<file path="config.mk">
export PLATFORM = sky130hd
export DESIGN_NAME = ft_sync_sram
export DESIGN_NICKNAME = d
export VERILOG_FILES = /design/src/rtl/sram_pkg.sv /design/src/rtl/sram_ctrl.sv /design/src/rtl/sram_burst.sv /design/src/rtl/sram_array.sv /design/src/rtl/ft_sync_sram.sv
export SDC_FILE = /design/constraint.sdc
export NUM_CORES = 1
export LEC_CHECK = 0
export ABC_CLOCK_PERIOD_IN_PS = 4650
export BUFFER_PORTS_ARGS = -buffer_cell sky130_fd_sc_hd__buf_2
export CORE_UTILIZATION = 50
export DETAILED_ROUTE_END_ITERATION = 7
export PLACE_DENSITY = 0.71
export SYNTH_ARGS = -nofsm -noshare
export SYNTH_HDL_FRONTEND = slang
export SYNTH_SLANG_ARGS = --single-unit
</file>
<file path="constraint.sdc">
create_clock -name clk -period 4.65 [get_ports clk]
set_input_delay 0.93 -clock clk [delete_from_list [all_inputs] [get_ports clk]]
set_output_delay 0.93 -clock clk [all_outputs]
set_load 0.005 [all_outputs]
</file>
<file path="src/rtl/sram_pkg.sv">
// Package: shared command state type for the flow-through SRAM.
package sram_pkg;
    // Command carried by the current access cycle.
    typedef enum logic [1:0] {
        OP_IDLE  = 2'd0,
        OP_READ  = 2'd1,
        OP_WRITE = 2'd2
    } op_e;
endpackage

</file>
<file path="src/rtl/sram_ctrl.sv">
// sram_ctrl: decodes load/advance commands into the current access type
// and latches the active-high lane write mask. Assumes `step` is the
// qualified clock enable and `sel` the already combined chip selects.
module sram_ctrl
    import sram_pkg::*;
#(
    parameter int LANES = 2
) (
    input  logic             clk,
    input  logic             rst_n,
    input  logic             step,
    input  logic             sel,
    input  logic             adv_ld_n,
    input  logic             wr_n,
    input  logic [LANES-1:0] lane_wr_n,
    output op_e              op,
    output logic [LANES-1:0] lane_wr
);
    op_e              op_q;
    logic [LANES-1:0] lane_q;

    // Command register: load picks read/write/idle, advance repeats the type.
    always_ff @(posedge clk) begin
        if (!rst_n) begin
            op_q   <= OP_IDLE;
            lane_q <= '0;
        end else if (step) begin
            if (!adv_ld_n) begin
                if (sel) op_q <= wr_n ? OP_READ : OP_WRITE;
                else     op_q <= OP_IDLE;
            end
            lane_q <= ~lane_wr_n;
        end
    end

    assign op      = op_q;
    assign lane_wr = lane_q;

    AST_STALL_FREEZE: assert property (@(posedge clk) disable iff (!rst_n)
        !step |=> $stable(op_q) && $stable(lane_q));
    AST_DESEL_LOAD: assert property (@(posedge clk) disable iff (!rst_n)
        (step && !adv_ld_n && !sel) |=> op_q == OP_IDLE);
    AST_IDLE_ADVANCE: assert property (@(posedge clk) disable iff (!rst_n)
        (step && adv_ld_n && op_q == OP_IDLE) |=> op_q == OP_IDLE);
endmodule

</file>
<file path="src/rtl/sram_burst.sv">
// sram_burst: address register plus two-bit burst counter. Produces the
// word address of the current access in linear or interleaved order.
// Assumes AW >= 3 and that `active` is low while deselected.
module sram_burst #(
    parameter int AW = 6
) (
    input  logic          clk,
    input  logic          rst_n,
    input  logic          step,
    input  logic          load,
    input  logic          active,
    input  logic          mode,
    input  logic [AW-1:0] addr_in,
    output logic [AW-1:0] cur_addr
);
    localparam int HI_W = AW - 2;

    logic [AW-1:0] base_q;
    logic [1:0]    cnt_q;
    logic [1:0]    low;

    // Base/count register: load clears the count, active advance steps it.
    always_ff @(posedge clk) begin
        if (!rst_n) begin
            base_q <= '0;
            cnt_q  <= '0;
        end else if (step) begin
            if (load) begin
                base_q <= addr_in;
                cnt_q  <= 2'd0;
            end else if (active) begin
                cnt_q  <= cnt_q + 2'd1;
            end
        end
    end

    // Low-bit sequence: add for linear order, XOR for interleaved order.
    always_comb begin
        low      = mode ? (base_q[1:0] ^ cnt_q) : (base_q[1:0] + cnt_q);
        cur_addr = {base_q[AW-1:2], low};
    end

    AST_CNT_LOAD: assert property (@(posedge clk) disable iff (!rst_n)
        (step && load) |=> cnt_q == 2'd0);
    AST_CNT_STEP: assert property (@(posedge clk) disable iff (!rst_n)
        (step && !load && active) |=> cnt_q == 2'($past(cnt_q) + 2'd1));
    AST_UPPER_HELD: assert property (@(posedge clk) disable iff (!rst_n)
        (step && !load) |=> cur_addr[AW-1:2] == $past(cur_addr[AW-1:2]));
    localparam logic [HI_W-1:0] HI_ZERO = '0;
    AST_LOAD_UPPER: assert property (@(posedge clk) disable iff (!rst_n)
        (step && load) |=> (cur_addr[AW-1:2] ^ $past(addr_in[AW-1:2])) == HI_ZERO);
endmodule

</file>
<file path="src/rtl/sram_array.sv">
// sram_array: byte-lane storage, one bank per lane. A write updates the
// enabled lanes of waddr at the clock edge; reads are combinational.
// Assumes no reset of the contents.
module sram_array #(
    parameter int AW     = 6,
    parameter int LANES  = 2,
    parameter int LANE_W = 9
) (
    input  logic                    clk,
    input  logic                    we,
    input  logic [LANES-1:0]        lane_en,
    input  logic [AW-1:0]           waddr,
    input  logic [LANES*LANE_W-1:0] wdata,
    input  logic [AW-1:0]           raddr,
    output logic [LANES*LANE_W-1:0] rdata
);
    localparam int DEPTH = 1 << AW;

    for (genvar g = 0; g < LANES; g++) begin : g_lane
        logic [LANE_W-1:0] bank [DEPTH];

        // Lane write: store this lane's slice when enabled.
        always_ff @(posedge clk) begin
            if (we && lane_en[g]) bank[waddr] <= wdata[g*LANE_W +: LANE_W];
        end

        assign rdata[g*LANE_W +: LANE_W] = bank[raddr];
    end
endmodule

</file>
<file path="src/rtl/ft_sync_sram.sv">
// ft_sync_sram: flow-through synchronous SRAM with burst sequencing and
// write data one clock after its command. Assumes the tri-state bus is
// built outside from dout/dout_oe and that din is valid at enabled edges.
module ft_sync_sram
    import sram_pkg::*;
#(
    parameter int AW     = 6,
    parameter int LANES  = 2,
    parameter int LANE_W = 9
) (
    input  logic                    clk,
    input  logic                    rst_n,
    input  logic                    clk_en_n,
    input  logic                    cs1_n,
    input  logic                    cs2,
    input  logic                    cs3_n,
    input  logic                    adv_ld_n,
    input  logic                    wr_n,
    input  logic [LANES-1:0]        lane_wr_n,
    input  logic                    out_en_n,
    input  logic                    burst_mode,
    input  logic [AW-1:0]           addr,
    input  logic [LANES*LANE_W-1:0] din,
    output logic [LANES*LANE_W-1:0] dout,
    output logic                    dout_oe
);
    localparam int DW = LANES * LANE_W;

    logic             step;
    logic             sel;
    op_e              op;
    logic [LANES-1:0] lane_wr;
    logic [AW-1:0]    cur_addr;
    logic             commit;
    logic [DW-1:0]    rdata;

    // Qualifiers: clock enable and the three-way chip select decode.
    always_comb begin
        step   = !clk_en_n;
        sel    = !cs1_n && cs2 && !cs3_n;
        commit = step && (op == OP_WRITE);
    end

    sram_ctrl #(.LANES(LANES)) u_ctrl (
        .clk      (clk),
        .rst_n    (rst_n),
        .step     (step),
        .sel      (sel),
        .adv_ld_n (adv_ld_n),
        .wr_n     (wr_n),
        .lane_wr_n(lane_wr_n),
        .op       (op),
        .lane_wr  (lane_wr)
    );

    sram_burst #(.AW(AW)) u_burst (
        .clk     (clk),
        .rst_n   (rst_n),
        .step    (step),
        .load    (!adv_ld_n),
        .active  (op != OP_IDLE),
        .mode    (burst_mode),
        .addr_in (addr),
        .cur_addr(cur_addr)
    );

    sram_array #(.AW(AW), .LANES(LANES), .LANE_W(LANE_W)) u_array (
        .clk    (clk),
        .we     (commit),
        .lane_en(lane_wr),
        .waddr  (cur_addr),
        .wdata  (din),
        .raddr  (cur_addr),
        .rdata  (rdata)
    );

    // Output stage: data flows through; drive only on reads with enable low.
    always_comb begin
        dout    = rdata;
        dout_oe = (op == OP_READ) && !out_en_n;
    end

    AST_WRITE_PHASE_OFF: assert property (@(posedge clk) disable iff (!rst_n)
        (step && !adv_ld_n && sel && !wr_n) |=> !dout_oe);
    AST_DESEL_OFF: assert property (@(posedge clk) disable iff (!rst_n)
        (step && !adv_ld_n && !sel) |=> !dout_oe);
    AST_STALL_DATA: assert property (@(posedge clk) disable iff (!rst_n)
        !step |=> $stable(dout));
    AST_RESET_OFF: assert property (@(posedge clk)
        !rst_n |=> !dout_oe);
endmodule

</file>
==> key figures <==
Status
  – Status: finished clean

STA
  – Max Clock Freq: 217 MHz
  – Setup TNS Final: 0 ns
  – Worst slew pin tran: 1.34 ns
  – Final Setup Violations: 0
  – Tcrit/Tclk final: 99.2%
  – Max transition margin: 10.8%
  – Max-slew violations: 0
  – Final Critical Period: 4.61 ns
  – Final hold vios: 0
  – Clock Skew: 0.0182 ns
  – Min Hold Slack: 0.487 ns

Cells and area
  – Footprint of the multi-input gates: 0.0105 mm^2
  – Nets: 2,710
  – Register Area: 0.0348 mm^2
  – Layout cells sized above 1: 27.4%
  – Area delta synth->final: 16.3%
  – Fillers: 6,366
  – N_diodes: 0
  – Final Instance Area: 0.0531 mm^2

Routing
  – Drt via density: 6.51
  – Routed WL per cell: 31.1 um
  – Vias: 25,662
  – Pre-antenna DRT Iters: 6
  – Initial DRC count: 3,261
  – Routed WL: 122,000 um
  – Post-route DRC violation count: 0
  – DRT antenna net count: 0

Floorplan
  – Chip Width: 304 um
  – Core area: 0.0903 mm^2
  – FP Rows: 110
  – Die ar.: 0.0926 mm^2
  – Die Y: 304 um
  – Initial core utilization: 50.6%
  – Io pins: 55

Logic synthesis
  – Synth Cell Area: 0.0457 mm^2
  – Netlist cell types: 44
  – Yosys top cell by area: edfxtp_1
  – Synth warn: 0
  – Syn Nets: 2,434
  – Post-synth top area share: 75.7%
  – Register bit total from synthesis: 1,164
  – Synth Area per Inst: 19.1 um^2
  – Post-Syn Instances: 2,397
  – Most numerous cell in the Yosys netlist: edfxtp_1
  – Synth top cells by count: 1,152 x edfxtp_1, 247 x mux4_2, 218 x nor2_1
  – Synth top area cells: edfxtp_1 76%, mux4_2 12%, nor2_1 1.8%
  – Seq/Total Area, Yosys: 76.2%
  – Synth Flop Type: edfxtp_1
  – Post-synth EDFFs: 1,152
  – FFs w/ async S/R, synth: 0%

Power
  – PwrDens: 411 mW/mm^2
  – Power share of the combinational group: 4.9%
  – Net switching fraction of the power: 20.7%
  – Clock network power share: 42.2%
  – Maximum vdd drop: 0.350 mV
  – Seq pwr share: 52.9%
  – Leak pwr: 16.7 nW
  – Net Switching: 4.51 mW
  – Internal Pwr Total: 17.3 mW

GRT
  – Vias in the first global route: 25,397
  – Gr usage total: 26.4%
  – Initial antenna violation count: 2
  – Largest net degree at the start of global routing: 65
  – Grt total ovfl: 0
  – First-pass GRT wire length: 176,000 um

Clock network
  – CTS Buf Count: 110
  – Worst-Skew Late Latency: 0.70 ns
  – TritonCTS clock tree: yes
  – Root Buffer: clkbuf_16
  – TritonCTS Sinks: 1,164
  – Buffer depth of the longest clock path: 3
  – H-tree depth: 3
  – CTS clock-pin slew for the worst setup and hold paths: 0.06 ns
  – Post-CTS Hold Buffers: 0

Setup path
  – Worst path bufs/invs: 6
  – R2R Setup Slk: 0.93 ns
  – WP data arrival: 3.68 ns
  – Worst path max stage delay: 0.35 ns
  – Crit. End Element: output pin
  – Crit path max fanout: 16
  – CP delay by family, top: buffers and inverters
  – CP required: 3.72 ns
  – CP max stage cell: dfxtp_2
  – WS Path Type: reg2out
  – CP Cell Sequence: ha_4 -> buf_12 -> buf_16 -> inv_1 -> buf_4 -> nor2_1 -> buf_4 -> o21ai_0 -> nand4_1 -> nand4_1 -> a211oi_2 -> nand4_1 -> buf_2
  – Crit path launch type: register
  – Most used cell, CP: nand4_1

Placement
  – HPWL after detailed placement: 75,700 um
  – Placer congestion estimate: 0.898
  – Placed cell area: 0.0487 mm^2
  – Port buffer count: 54

Min path
  – Worst Hold Class: in2reg

Flow run
  – MaxCap Viol Count: 0
[cells by family after synthesis]
kind of cell	count (synthesis)	share of synthesized area (%)
flops	1164	76.2
simple gates	494	4.70
mux	311	13.6
compound gates	286	4.05
buf+inv	137	1.29
xor+xnor	4	0.142
fa+ha+maj	1	0.0274
[path summary, 6_finish.rpt]
kind | startpoint | end | depth (start not counted)
worst max register to register | u_burst.cnt_q[0]$_SDFFE_PN0P_ | u_array.g_lane[0].bank[7][2]$_DFFE_PP_ | 9
worst min-delay path | addr[2] | u_burst.base_q[2]$_SDFFE_PN0P_ | 3
worst min register to register | u_burst.base_q[0]$_SDFFE_PN0P_ | u_burst.base_q[0]$_SDFFE_PN0P_ | 2
worst max-delay path | u_burst.cnt_q[0]$_SDFFE_PN0P_ | dout[14] | 13
[metrics by stage]
step	utilization [%]	power, mW	setup slack [ns]	std cells
after floorplan	-	12.2	0.916	2397
after global placement	53.9	12.7	0.184	3697
after detailed placement	53.9	12.7	0.175	3697
after CTS	58.5	21.9	0.0000284	3917
after global routing	58.9	22.3	-0.000218	3939
final	58.9	21.8	0.0379	3939
[power by group through the flow]
stage | Sequential [mW] | Combinational (mW) | Clock [mW]
floorplan | 11.8 | 0.475 | 0
global placement | 11.8 | 0.948 | 0
detailed placement | 11.8 | 0.970 | 0
CTS | 11.5 | 1.03 | 9.29
global route | 11.5 | 1.12 | 9.66
finish | 11.5 | 1.07 | 9.22
[layer usage]
| metal | global-route usage [%] | vias up | routed length [um] |
|---|---|---|---|
| met3 | 5.60 | 371 | 13300 |
| met5 | 0 | - | 22 |
| met2 | 41.6 | 1804 | 57700 |
| met4 | 12.1 | 4 | 6420 |
| li1 | - | 10358 | - |
| met1 | 35.6 | 13125 | 45000 |
[worst reg2reg max path, stage by stage, from the launching register on]
cell	delay, ns
dfxtp_2	0.35
ha_4	0.31
buf_4	0.13
buf_12	0.17
buf_4	0.18
buf_16	0.24
and2_1	0.33
nand2_1	0.46
buf_4	0.41
nor2_1	0.76
[cell usage in the layout (no fill, tap or decap), types with 14 or more instances in the layout]
cell type and n:
edfxtp_1 1152, mux4_2 247, nor2_1 217, buf_4 213, nand2_1 139, clkbuf_16 114, o21ai_0 84, a22oi_1 60
mux2i_1 59, buf_2 54, o211ai_1 40, a21oi_1 38, nand4_1 35, nand3_1 30, clkinv_2 23, nor3_1 22
clkinv_1 22, bufinv_16 18, clkbuf_1 17, buf_12 14
[layout make-up]
cell class	instances	area share, %
clock buffers	129	5.39
clock inverters	73	1.56
inverters	1	0.00706
multi-input cells	1096	19.8
flip-flops and latches	1164	65.6
well taps	1176	2.77
repair buffers	300	4.87
[sequential cells by signal, summed over array words and instances (netlist names)]
register	flops
u_array.g_lane.bank	1152
u_burst.base_q	6
u_burst.cnt_q	2
u_ctrl.lane_wr	2
u_ctrl.op	2
[repair_timing]
action,in CTS,in global routing
resized for setup,27,24
setup endpoints to repair,18,15
buffers inserted,12,20
pin swaps,6,9
gates cloned,6,2
hold endpoints to repair,0,0
Power figures use the tool's default switching activity.
